### src/rtl/sc_pkg.sv
package sc_pkg;

    typedef enum logic [1:0] {
        TX_IDLE,
        TX_BITS,
        TX_GUARD
    } tx_state_e;

    typedef enum logic [2:0] {
        RX_IDLE,
        RX_START,
        RX_DATA,
        RX_TAIL,
        RX_ERRWAIT,
        RX_ERRSIG
    } rx_state_e;

    localparam int FRAME_BITS = 10;
    localparam int DATA_BITS  = 8;

endpackage

### src/rtl/sc_tx.sv
module sc_tx
    import sc_pkg::*;
#(
    parameter int TPB     = 4,
    parameter int RETRIES = 3
) (
    input  logic       clk,
    input  logic       rst_n,
    input  logic       tick,
    input  logic       block_mode,
    input  logic       rx_idle,
    input  logic       tx_valid,
    input  logic [7:0] tx_data,
    input  logic       line_in,
    output logic       tx_ready,
    output logic       tx_oe,
    output logic       tx_busy,
    output logic       retry_fail
);
    localparam int CW = $clog2(2 * TPB) + 1;
    localparam int RW = $clog2(RETRIES + 1) + 1;

    tx_state_e        state;
    logic [7:0]       data_q;
    logic [3:0]       bit_idx;
    logic [CW-1:0]    cnt;
    logic [RW-1:0]    tries;
    logic             nak_seen;

    function automatic logic frame_bit(input logic [3:0] idx, input logic [7:0] d);
        if (idx == 4'd0) begin
            return 1'b0;
        end else if (idx == 4'(FRAME_BITS - 1)) begin
            return ^d;
        end else begin
            return d[3'(idx - 4'd1)];
        end
    endfunction

    // state register and datapath
    always_ff @(posedge clk) begin
        if (!rst_n) begin
            state      <= TX_IDLE;
            data_q     <= '0;
            bit_idx    <= '0;
            cnt        <= '0;
            tries      <= '0;
            nak_seen   <= 1'b0;
            retry_fail <= 1'b0;
        end else begin
            retry_fail <= 1'b0;
            unique case (state)
                TX_IDLE: begin
                    tries <= '0;
                    if (tx_valid && rx_idle) begin
                        data_q   <= tx_data;
                        bit_idx  <= '0;
                        cnt      <= '0;
                        nak_seen <= 1'b0;
                        state    <= TX_BITS;
                    end
                end
                TX_BITS: begin
                    if (tick) begin
                        if (cnt == CW'(TPB - 1)) begin
                            cnt <= '0;
                            if (bit_idx == 4'(FRAME_BITS - 1)) begin
                                state <= TX_GUARD;
                            end else begin
                                bit_idx <= bit_idx + 4'd1;
                            end
                        end else begin
                            cnt <= cnt + CW'(1);
                        end
                    end
                end
                TX_GUARD: begin
                    if (tick) begin
                        if (cnt == CW'(TPB - 1) && !line_in) begin
                            nak_seen <= 1'b1;
                        end
                        if (cnt == CW'(2 * TPB - 1)) begin
                            cnt <= '0;
                            if (nak_seen && !block_mode) begin
                                if (tries == RW'(RETRIES)) begin
                                    retry_fail <= 1'b1;
                                    state      <= TX_IDLE;
                                end else begin
                                    tries    <= tries + RW'(1);
                                    bit_idx  <= '0;
                                    nak_seen <= 1'b0;
                                    state    <= TX_BITS;
                                end
                            end else begin
                                state <= TX_IDLE;
                            end
                        end else begin
                            cnt <= cnt + CW'(1);
                        end
                    end
                end
                default: state <= TX_IDLE;
            endcase
        end
    end

    // outputs
    always_comb begin
        tx_ready = (state == TX_IDLE) && rx_idle;
        tx_busy  = (state != TX_IDLE);
        tx_oe    = (state == TX_BITS) && !frame_bit(bit_idx, data_q);
    end

endmodule

### src/rtl/sc_rx.sv
module sc_rx
    import sc_pkg::*;
#(
    parameter int TPB      = 4,
    parameter int ERR_BITS = 1
) (
    input  logic       clk,
    input  logic       rst_n,
    input  logic       tick,
    input  logic       block_mode,
    input  logic       enable,
    input  logic       flag_set,
    input  logic       line_in,
    output logic       rx_oe,
    output logic       rx_idle,
    output logic       rx_valid,
    output logic [7:0] rx_data,
    output logic       perr_evt
);
    localparam int HALF  = TPB / 2;
    localparam int ERR_T = ERR_BITS * TPB;
    localparam int MAXC  = (ERR_T > TPB) ? ERR_T : TPB;
    localparam int CW    = $clog2(MAXC) + 1;

    rx_state_e     state;
    logic [7:0]    shreg;
    logic [3:0]    bit_idx;
    logic [CW-1:0] cnt;
    logic          par_bad;

    assign par_bad = ^{line_in, shreg};

    // state register and datapath
    always_ff @(posedge clk) begin
        if (!rst_n) begin
            state    <= RX_IDLE;
            shreg    <= '0;
            bit_idx  <= '0;
            cnt      <= '0;
            rx_valid <= 1'b0;
            rx_data  <= '0;
            perr_evt <= 1'b0;
        end else begin
            rx_valid <= 1'b0;
            perr_evt <= 1'b0;
            unique case (state)
                RX_IDLE: begin
                    if (tick && enable && !line_in) begin
                        cnt   <= '0;
                        state <= RX_START;
                    end
                end
                RX_START: begin
                    if (tick) begin
                        if (cnt == CW'(HALF - 1)) begin
                            cnt     <= '0;
                            bit_idx <= '0;
                            state   <= line_in ? RX_IDLE : RX_DATA;
                        end else begin
                            cnt <= cnt + CW'(1);
                        end
                    end
                end
                RX_DATA: begin
                    if (tick) begin
                        if (cnt == CW'(TPB - 1)) begin
                            cnt <= '0;
                            if (bit_idx == 4'(DATA_BITS)) begin
                                if (block_mode && flag_set) begin
                                    state <= RX_TAIL;
                                end else if (par_bad) begin
                                    perr_evt <= 1'b1;
                                    state    <= block_mode ? RX_TAIL : RX_ERRWAIT;
                                end else begin
                                    rx_valid <= 1'b1;
                                    rx_data  <= shreg;
                                    state    <= RX_TAIL;
                                end
                            end else begin
                                shreg[bit_idx[2:0]] <= line_in;
                                bit_idx <= bit_idx + 4'd1;
                            end
                        end else begin
                            cnt <= cnt + CW'(1);
                        end
                    end
                end
                RX_TAIL, RX_ERRWAIT: begin
                    if (tick) begin
                        if (cnt == CW'(TPB - 1)) begin
                            cnt   <= '0;
                            state <= (state == RX_ERRWAIT) ? RX_ERRSIG : RX_IDLE;
                        end else begin
                            cnt <= cnt + CW'(1);
                        end
                    end
                end
                RX_ERRSIG: begin
                    if (tick) begin
                        if (cnt == CW'(ERR_T - 1)) begin
                            cnt   <= '0;
                            state <= RX_IDLE;
                        end else begin
                            cnt <= cnt + CW'(1);
                        end
                    end
                end
                default: state <= RX_IDLE;
            endcase
        end
    end

    // outputs
    always_comb begin
        rx_oe   = (state == RX_ERRSIG);
        rx_idle = (state == RX_IDLE);
    end

endmodule

### src/rtl/sc_errflag.sv
module sc_errflag (
    input  logic clk,
    input  logic rst_n,
    input  logic set_i,
    input  logic clr_i,
    output logic flag_o
);
    always_ff @(posedge clk) begin
        if (!rst_n) begin
            flag_o <= 1'b0;
        end else if (set_i) begin
            flag_o <= 1'b1;
        end else if (clr_i) begin
            flag_o <= 1'b0;
        end
    end
endmodule

### src/rtl/sc_xcvr.sv
module sc_xcvr #(
    parameter int TPB      = 4,
    parameter int RETRIES  = 3,
    parameter int ERR_BITS = 1
) (
    input  logic       clk,
    input  logic       rst_n,
    input  logic       tick,
    input  logic       block_mode,
    input  logic       tx_valid,
    input  logic [7:0] tx_data,
    output logic       tx_ready,
    output logic       rx_valid,
    output logic [7:0] rx_data,
    output logic       err_flag,
    input  logic       err_clr,
    output logic       retry_fail,
    input  logic       line_in,
    output logic       line_oe
);
    logic tx_oe_w;
    logic tx_busy_w;
    logic rx_oe_w;
    logic rx_idle_w;
    logic perr_w;

    sc_tx #(.TPB(TPB), .RETRIES(RETRIES)) u_tx (
        .clk        (clk),
        .rst_n      (rst_n),
        .tick       (tick),
        .block_mode (block_mode),
        .rx_idle    (rx_idle_w),
        .tx_valid   (tx_valid),
        .tx_data    (tx_data),
        .line_in    (line_in),
        .tx_ready   (tx_ready),
        .tx_oe      (tx_oe_w),
        .tx_busy    (tx_busy_w),
        .retry_fail (retry_fail)
    );

    sc_rx #(.TPB(TPB), .ERR_BITS(ERR_BITS)) u_rx (
        .clk        (clk),
        .rst_n      (rst_n),
        .tick       (tick),
        .block_mode (block_mode),
        .enable     (!tx_busy_w),
        .flag_set   (err_flag),
        .line_in    (line_in),
        .rx_oe      (rx_oe_w),
        .rx_idle    (rx_idle_w),
        .rx_valid   (rx_valid),
        .rx_data    (rx_data),
        .perr_evt   (perr_w)
    );

    sc_errflag u_flag (
        .clk    (clk),
        .rst_n  (rst_n),
        .set_i  (perr_w),
        .clr_i  (err_clr),
        .flag_o (err_flag)
    );

    assign line_oe = tx_oe_w | rx_oe_w;

endmodule

### config.mk
export PLATFORM = sky130hd
export DESIGN_NAME = sc_xcvr
export DESIGN_NICKNAME = d
export VERILOG_FILES = /design/src/rtl/sc_pkg.sv /design/src/rtl/sc_tx.sv /design/src/rtl/sc_rx.sv /design/src/rtl/sc_errflag.sv /design/src/rtl/sc_xcvr.sv
export SDC_FILE = /design/constraint.sdc
export NUM_CORES = 1
export LEC_CHECK = 0
export ABC_AREA = 0
export BUFFER_PORTS_ARGS = -buffer_cell sky130_fd_sc_hd__buf_2
export CAP_MARGIN = 20
export CELL_PAD_IN_SITES_DETAIL_PLACEMENT = 1
export CELL_PAD_IN_SITES_GLOBAL_PLACEMENT = 1
export CORE_MARGIN = 2
export CORE_UTILIZATION = 30
export DETAILED_ROUTE_END_ITERATION = 10
export GPL_TIMING_DRIVEN = 0
export HOLD_SLACK_MARGIN = 0.12
export PLACE_DENSITY = 0.6
export SKIP_CTS_REPAIR_TIMING = 1
export SYNTH_ARGS = -nofsm -noshare
export SYNTH_HDL_FRONTEND = slang
export SYNTH_HIERARCHICAL = 1
export SYNTH_SLANG_ARGS = --single-unit
### constraint.sdc
create_clock -name clk -period 6.6 [get_ports clk]
set_input_delay 0.66 -clock clk [delete_from_list [all_inputs] [get_ports clk]]
set_output_delay 0.66 -clock clk [all_outputs]
set_load 0.02 [all_outputs]
==> run summary, run 1 <==
Post-synth EDFFs - 0
Worst hold-check path type - reg -> reg
Fin crit share - 53.8%
Root Driver - clkbuf_8
Number of diodes - 0
Gate count of the mapped netlist - 365
Crit-path max FO - 10
Status - finished clean
Critical path arrival - 2.89 ns
Netlist cell types - 68
Hold Path Sink - u_rx/rx_data[7]$_SDFFE_PN0P_
Share of cells above drive strength 1 - 14.2%
Setup violators final - 0
Worst vdd ir - 0.000112 V
GRT Max-Usage Layer - met2
Hold_sp - u_rx/rx_data[7]$_SDFFE_PN0P_
Aggregate global routing overflow - 0
Num CTS Buffers - 5
Crit-path cells - inv_1 -> ha_1 -> clkbuf_1 -> mux2i_1 -> o32ai_1 -> a211oi_1 -> o21ai_1 -> a31oi_1 -> or2_1 -> buf_2
CTS Sinks - 52
Total track usage - 14.7%
GR Util met3 - 2.36%
Asr flop ratio synth - 0%
DRC viols - 0
CTS tree - built
Peak Freq - 282 MHz
Via count - 2,621
GP Congestion - 0.793
H-tree Lvls - 2
Worst r2r dst - u_rx/shreg[5]$_SDFFE_PN0P_
Syn Std Cell Area - 0.00321 mm2
HPWL Detailed - 5730 um
# IOs - 28
Crit path buf inv count - 3
Clock Tree Buf Depth - 2
Die area - 0.0115 mm2
CP required - 5.94 ns
Critical Path Start Type - register
MaxCap Viol Count - 0
Post-layout min period - 3.55 ns
Die width - 107 um
Post-DRT Antenna Nets - 0
Pwr/cell area - 251 mW/mm2
Via-per-instance ratio - 4.89
Drt pass-1 iters - 4
Relative slew margins - 64.3%
Crit path largest cell delay - 0.53 ns
Final Max Tran Viols - 0
Worst path top cell family by delay - compound AO/OA/AOI/OAI gates
Area Growth Syn to Fin - 12.5%
Pin count of the biggest net entering global routing - 19
WL/cell - 14.2 um
Ys Warns - 6
Site row count - 37
Clock Skews - 0.0120 ns
Crit path setup slack, layout - 3.05 ns
Worst Max-Slew Pin Slew - 0.531 ns
Layout Nets - 431
Slowest CP cell - dfxtp_1
Vias in the first global route - 2,714
First-pass GRT wire length - 13,500 um
Critical setup path kind - reg -> out
Clk Latency, worst-skew pair - 0.32 ns
Share of the synthesized area in the top cell type - 32.4%
Synth Flop Type - dfxtp_1
Reg clk slew, reported paths - 0.11 ns
Buffers added on ports - 27
RSZ-0062 raised after global routing - false
CP Capture Type - output port
Syn_area_per_cell - 8.80 um2
Seq/Total Area, Yosys - 32.4%
Final Total Pwr - 907 uW
Met1 GRT Util - 20.5%
Die Ht - 107 um
Core ar. - 0.0104 mm2
Synth top area cells - dfxtp_1 (32%), mux2i_1 (9.7%), ha_1 (6.6%), nand2_1 (5.3%), nor2b_1 (3.1%)
Detailed router's first-iteration violation count - 128
R2r startpoint - u_rx/bit_idx[1]$_SDFFE_PN0P_
Met2 GRT Util - 23.0%
Worst hold stages - 2
Initial antenna violation count - 0
#FFs+latches synth - 52
Final Routed Wirelength - 7630 um
Top cell type by total area after synthesis - dfxtp_1
Most common cell after layout, fill and taps aside - dfxtp_1
Mapped Nets - 397
Starting Density - 31.0%
Cells on worst reg2reg path - 8
Fin Setup TNS - 0 ns
Final Hold Viols - 0
Post-placement setup slack - 3.39 ns
WHS - 0.465 ns
Cell leakage power - 1.36 nW
R2r setup slk - 4.07 ns
Most frequent cells in the layout - dfxtp_1 (52), nand2_1 (45), buf_2 (31), mux2i_1 (31)
worst reg2reg max path, delay by kind of cell, from the launching register on:
kind	cells	cell delay, ns
AND/OR/NAND/NOR	4	1.14
buffers and inverters	2	0.51
flip-flops	1	0.34
adder cells (fa/ha/maj)	1	0.23
multiplexers	1	0.21
final cells by class:
cell class	instances	area, um2
Multi-Input combinational cell	277	2030
Timing Repair Buffer	27	135
Buffer	18	76.3
Clock inverter	3	26.3
Clock buffer	5	68.8
Inverter	18	67.6
Sequential cell	52	1040
Tap cell	136	170
Fill cell	1281	6760
cells by family after synthesis:
group	count (synthesis)	synth area share, %
mux	32	10.0
flops	52	32.4
buf+inv	36	4.48
xor+xnor	14	4.48
simple gates	152	28.2
compound gates	62	13.8
fa+ha+maj	17	6.62
per-layer routing:
metal / wire, um / part of all wire, %
met2: 3370 / 44
met1: 3980 / 52
met3: 169 / 2.2
met4: 106 / 1.4
met5: 0 / 0
registers in the layout, indices dropped and copies added, names as in the netlist:
register and count:
u_flag/flag_o 1, u_rx/bit_idx 4, u_rx/cnt 3, u_rx/perr_evt 1, u_rx/rx_data 8, u_rx/rx_valid 1, u_rx/shreg 8, u_rx/state 3
u_tx/bit_idx 4, u_tx/cnt 4, u_tx/data_q 8, u_tx/nak_seen 1, u_tx/retry_fail 1, u_tx/state 2, u_tx/tries 3
how the worst max path moves through the flow:
stage / start / cells past startpoint / endpoint
6_report: u_tx/bit_idx[0]$_SDFFE_PN0P_ / 10 / line_oe
5_1_grt: u_tx/bit_idx[0]$_SDFFE_PN0P_ / 10 / line_oe
4_1_cts: u_tx/bit_idx[0]$_SDFFE_PN0P_ / 10 / line_oe
3_5_place_dp: u_tx/bit_idx[0]$_SDFFE_PN0P_ / 10 / line_oe
3_3_place_gp: u_tx/bit_idx[0]$_SDFFE_PN0P_ / 10 / line_oe
2_1_floorplan: u_tx/bit_idx[0]$_SDFFE_PN0P_ / 9 / line_oe
where the power goes:
group | total (mW) | internal, mW | switching (mW)
clock network | 0.201 | 0.0784 | 0.123
registers | 0.355 | 0.334 | 0.0208
logic | 0.351 | 0.147 | 0.204
through the flow:
stage | cells | util [%] | area, um2
3_5_place_dp | 528 | 33.9 | 3520
6_report | 536 | 34.8 | 3610
2_1_floorplan | 365 | - | 3210
5_1_grt | 536 | 34.8 | 3610
4_1_cts | 536 | 34.8 | 3610
3_3_place_gp | 528 | 33.9 | 3520
cell usage after synthesis, types with 4 or more instances:
| library cell | n |
|---|---|
| nand3_1 | 13 |
| nor3_1 | 4 |
| nand2b_1 | 6 |
| o21a_1 | 5 |
| a21oi_1 | 11 |
| clkbuf_1 | 13 |
| or3_1 | 5 |
| ha_1 | 17 |
| o21ai_1 | 6 |
| and2_1 | 5 |
| dfxtp_1 | 52 |
| nand3b_1 | 7 |
| nand2_1 | 45 |
| buf_2 | 4 |
| nor3b_1 | 4 |
| xnor2_1 | 11 |
| nor2b_1 | 16 |
| nor2_1 | 17 |
| mux2i_1 | 31 |
| inv_1 | 17 |
| a21boi_1 | 8 |
| o21ai_0 | 7 |
Power figures use the tool's default switching activity.
==> run 2, diff against run 1 <==
Settings changed: PLACE_DENSITY 0.6 to 0.62.
Clock period 6.6 ns to 3.1 ns, I/O delays scaled along.
==> run summary, run 2 (synthesis results as in run 1) <==
Worst vdd ir - 0.000179 V
Final Routed Wirelength - 7940 um
Via count - 2,699
Clock Tree Buf Depth - 2
Worst setup endpoint - line_oe
Initial antenna violation count - 0
CP Capture Type - output port
Final Hold Viols - 0
Multi-input gate area - 0.00203 mm2
Drt pass-1 iters - 4
Top Metal Used - met4
Most common cell after layout, fill and taps aside - dfxtp_1
Crit-path max FO - 10
HPWL Detailed - 5950 um
Layout Nets - 430
Clock Skews - 0.00910 ns
# IOs - 28
Fin crit share - 90.9%
Final Max Tran Viols - 0
Cell leakage power - 1.36 nW
Critical path arrival - 2.51 ns
Biggest regs - u_rx/rx_data x8, u_rx/shreg x8, u_tx/data_q x8
Hold_sp - rst_n
Crit-path cells - inv_1 -> ha_2 -> mux2i_2 -> o32ai_1 -> a211oi_1 -> o21ai_1 -> a31oi_1 -> or2_1 -> buf_2
First-pass GRT wire length - 13,500 um
Filler cells - 1,276
Number of diodes - 0
Reg clk slew, reported paths - 0.09 ns
Num CTS Buffers - 5
R2r setup slk - 0.61 ns
FF/Latch Area - 0.00104 mm2
Worst Max-Slew Pin Slew - 0.556 ns
CP required - 2.79 ns
Vias in the first global route - 2,734
Worst hold-check path type - in -> reg
Setup violators final - 0
Status - finished clean
H-tree Lvls - 2
Worst r2r dst - u_rx/shreg[5]$_SDFFE_PN0P_
Detailed router's first-iteration violation count - 80
WHS - 0.230 ns
Met3 routed wirelength - 205 um
Total track usage - 14.7%
Fin Setup TNS - 0 ns
Die width - 107 um
GP Congestion - 0.758
Crit path buf inv count - 2
Die area - 0.0115 mm2
Post-DRT Antenna Nets - 0
CTS tree - built
R2r startpoint - u_rx/bit_idx[1]$_SDFFE_PN0P_
Crit path largest cell delay - 0.43 ns
Area Growth Syn to Fin - 13.2%
Peak Freq - 355 MHz
Critical setup path kind - reg -> out
Post-route design area - 0.00363 mm2
Cells on worst reg2reg path - 8
Critical Path Start Type - register
Die Ht - 107 um
Post-layout min period - 2.82 ns
Most frequent cells in the layout - dfxtp_1 (51), nand2_1 (45), buf_2 (31), mux2i_1 (30)
Placed inst area - 0.00352 mm2
Share of cells above drive strength 1 - 15.0%
Via-per-instance ratio - 5.04
WL/cell - 14.8 um
CTS Sinks - 52
Crit. Startpoint - u_tx/bit_idx[0]$_SDFFE_PN0P_
Pwr/cell area - 548 mW/mm2
MaxCap Viol Count - 0
Buffers added on ports - 27
Aggregate global routing overflow - 0
Pin count of the biggest net entering global routing - 17
Clk Latency, worst-skew pair - 0.32 ns
DRC viols - 0
Starting Density - 31.0%
RSZ-0062 raised after global routing - false
Relative slew margins - 62.6%
Site row count - 37
M1 wire length - 4120 um
Worst path top cell family by delay - compound AO/OA/AOI/OAI gates
Crit. path cell count - 9
Core ar. - 0.0104 mm2
Root Driver - clkbuf_8
Met2 WL post-DR - 3510 um
Slowest CP cell - ha_2
## run 2: per-layer routing
layer,GRT usage [%],vias up
li1,-,1341
met2,23.3,28
met5,0,-
met3,2.42,7
met1,20.5,1323
met4,4.40,0
## run 2: worst reg2reg max path, cell delays in order (launching register included)
cell and delay (ns):
dfxtp_1 0.34, clkbuf_1 0.34, inv_1 0.16, ha_1 0.22
and3b_1 0.25, or4_4 0.57, nor3b_2 0.24, mux2i_1 0.21
nor2_1 0.05
## run 2: layout make-up
class	count	area share [%]
multi-input combinational	277	55.9
sequential	52	28.7
tap	136	4.68
timing repair buffer	27	3.72
buffer	17	2.00
clock buffer	5	1.89
inverter	18	1.86
clock inverter	3	1.17
## run 2: through the flow
| step | setup WS [ns] | power (mW) | util, % | std cells |
|---|---|---|---|---|
| after global routing | 0.0298 | 2.14 | 35.1 | 535 |
| after floorplan | 0.780 | 1.34 | - | 365 |
| after CTS | -0.147 | 2.02 | 35.0 | 536 |
| after detailed placement | 0.212 | 1.53 | 33.9 | 528 |
| after global placement | 0.267 | 1.51 | 33.9 | 528 |
| final | 0.281 | 1.99 | 35.1 | 535 |
## run 2: power by group
group          leakage (nW)  total, mW  switching, mW  internal (mW)
clock                0.0541      0.482          0.242          0.239
sequential            0.421      0.758         0.0465          0.711
combinational         0.888      0.753          0.437          0.316
total                  1.36       1.99          0.726           1.27
## run 2: how the worst min path moves through the flow
| stage | depth (start not counted) | to | slack [ns] |
|---|---|---|---|
| final | 2 | u_flag/flag_o$_SDFFE_PN0P_ | 0.23 |
| after floorplan | 1 | u_rx/state[2]$_SDFFE_PN0P_ | 0.41 |
| after CTS | 2 | u_flag/flag_o$_SDFFE_PN0P_ | 0.22 |
| after global placement | 1 | u_flag/flag_o$_SDFFE_PN0P_ | 0.43 |
| after detailed placement | 1 | u_flag/flag_o$_SDFFE_PN0P_ | 0.43 |
| after global routing | 2 | u_flag/flag_o$_SDFFE_PN0P_ | 0.24 |
==> run 3, diff against run 2 <==
Settings changed: PLACE_DENSITY 0.62 to 0.61.
==> run summary, run 3 (synthesis results as in run 1) <==
Post-layout min period - 2.81 ns
Critical Path Start Type - register
Peak Freq - 355 MHz
Post-route design area - 0.00363 mm2
Clk Latency, worst-skew pair - 0.31 ns
# IOs - 28
Fin crit share - 90.8%
MaxCap Viol Count - 0
Crit path setup slack, layout - 0.285 ns
RSZ-0062 raised after global routing - false
WL/cell - 14.5 um
Clock Skews - 0.0125 ns
Num CTS Buffers - 5
Crit-path cells - inv_1 -> ha_2 -> mux2i_1 -> o32ai_1 -> a211oi_1 -> o21ai_1 -> a31oi_2 -> or2_1 -> buf_2
Worst r2r dst - u_rx/shreg[5]$_SDFFE_PN0P_
Core ar. - 0.0104 mm2
Die area - 0.0115 mm2
Detailed router's first-iteration violation count - 48
Most common cell after layout, fill and taps aside - dfxtp_1
Die Ht - 107 um
Final Total Pwr - 2.00 mW
Site row count - 37
Initial antenna violation count - 0
Crit. Startpoint - u_tx/bit_idx[0]$_SDFFE_PN0P_
Reg clk slew, reported paths - 0.10 ns
Clock Tree Buf Depth - 2
Filler cells - 1,275
Via count - 2,647
Layout Nets - 430
GP Congestion - 0.757
Hold Path Sink - u_flag/flag_o$_SDFFE_PN0P_
Crit-path max FO - 10
Worst hold stages - 2
Buffers added on ports - 27
R2r setup slk - 0.62 ns
Starting Density - 31.0%
Crit path largest cell delay - 0.43 ns
CP Capture Type - output port
Most frequent cells in the layout - dfxtp_1 (51), nand2_1 (45), buf_2 (31), mux2i_1 (31)
Slowest CP cell - dfxtp_2
Post-DRT Antenna Nets - 0
Relative slew margins - 63.6%
H-tree Lvls - 2
Via-per-instance ratio - 4.95
CP required - 2.79 ns
Root Driver - clkbuf_8
Number of diodes - 0
Pwr/cell area - 551 mW/mm2
Placed inst area - 0.00352 mm2
Worst Max-Slew Pin Slew - 0.542 ns
Die width - 107 um
Final Hold Viols - 0
Cell leakage power - 1.36 nW
CTS tree - built
Setup violators final - 0
CTS Sinks - 52
Critical setup path kind - reg -> out
Cells on worst reg2reg path - 8
Area Growth Syn to Fin - 13.2%
Vias in the first global route - 2,704
Status - finished clean
Worst vdd ir - 0.000194 V
Aggregate global routing overflow - 0
Share of cells above drive strength 1 - 15.0%
Biggest regs - u_rx/rx_data x8, u_rx/shreg x8, u_tx/data_q x8
Worst hold-check path type - in -> reg
DRC viols - 0
Pin count of the biggest net entering global routing - 17
Post-placement setup slack - 0.258 ns
R2r startpoint - u_rx/bit_idx[1]$_SDFFE_PN0P_
Drt pass-1 iters - 4
HPWL Detailed - 5780 um
Final Max Tran Viols - 0
Critical path arrival - 2.50 ns
First-pass GRT wire length - 13,600 um
Total track usage - 14.7%
Final Routed Wirelength - 7740 um
Hold_sp - rst_n
## run 3: cell counts in the layout (fill, tap and decap cells not counted)
No cell type changed its count.
## run 3: power breakdown
part | total (mW) | switching (mW) | leakage (nW) | internal (mW)
registers | 0.755 | 0.0439 | 0.421 | 0.711
clock network | 0.490 | 0.250 | 0.0541 | 0.240
logic | 0.757 | 0.441 | 0.888 | 0.317
total | 2.00 | 0.735 | 1.36 | 1.27
## run 3: worst max-delay path by stage
stage | end | slack, ns | cells after the start
after global routing | line_oe | 0.05 | 9
after floorplan | line_oe | 0.78 | 9
after detailed placement | line_oe | 0.26 | 10
after CTS | line_oe | -0.11 | 10
final | line_oe | 0.29 | 9
after global placement | line_oe | 0.24 | 10
## run 3: cell type report
class	instances	area [um2]	area share, %
Inverter	18	67.6	1.86
Clock inverter	3	42.5	1.17
Sequential cell	52	1040	28.7
Multi-Input combinational cell	277	2040	56.0
Clock buffer	5	68.8	1.89
Timing Repair Buffer	27	135	3.72
Tap cell	136	170	4.68
Buffer	17	72.6	2.00
## run 3: per-stage QoR
stage	cells	hold WS, ns	util, %	setup TNS [ns]
3_5_place_dp	528	0.435	33.9	0
2_1_floorplan	365	0.412	-	0
5_1_grt	535	0.253	35.1	0
4_1_cts	536	0.227	35.0	-0.110
6_report	535	0.234	35.1	0
3_3_place_gp	528	0.434	33.9	0
## run 3: routing by layer
layer,up-vias,track usage (%),part of all wire [%]
met5,-,0,0
met4,0,3.57,1.0
met3,5,1.82,1.7
met2,31,23.0,45
met1,1271,21.3,52
li1,1340,-,-
## run 3: worst max-delay path: cells and delay by family, from the launching register on
family / cells / cell delay [ns]
AO/OA/AOI/OAI: 4 / 0.66
flip-flops: 1 / 0.43
adder cells (fa/ha/maj): 1 / 0.41
buffers and inverters: 2 / 0.27
multiplexers: 1 / 0.27
AND/OR/NAND/NOR: 1 / 0.15
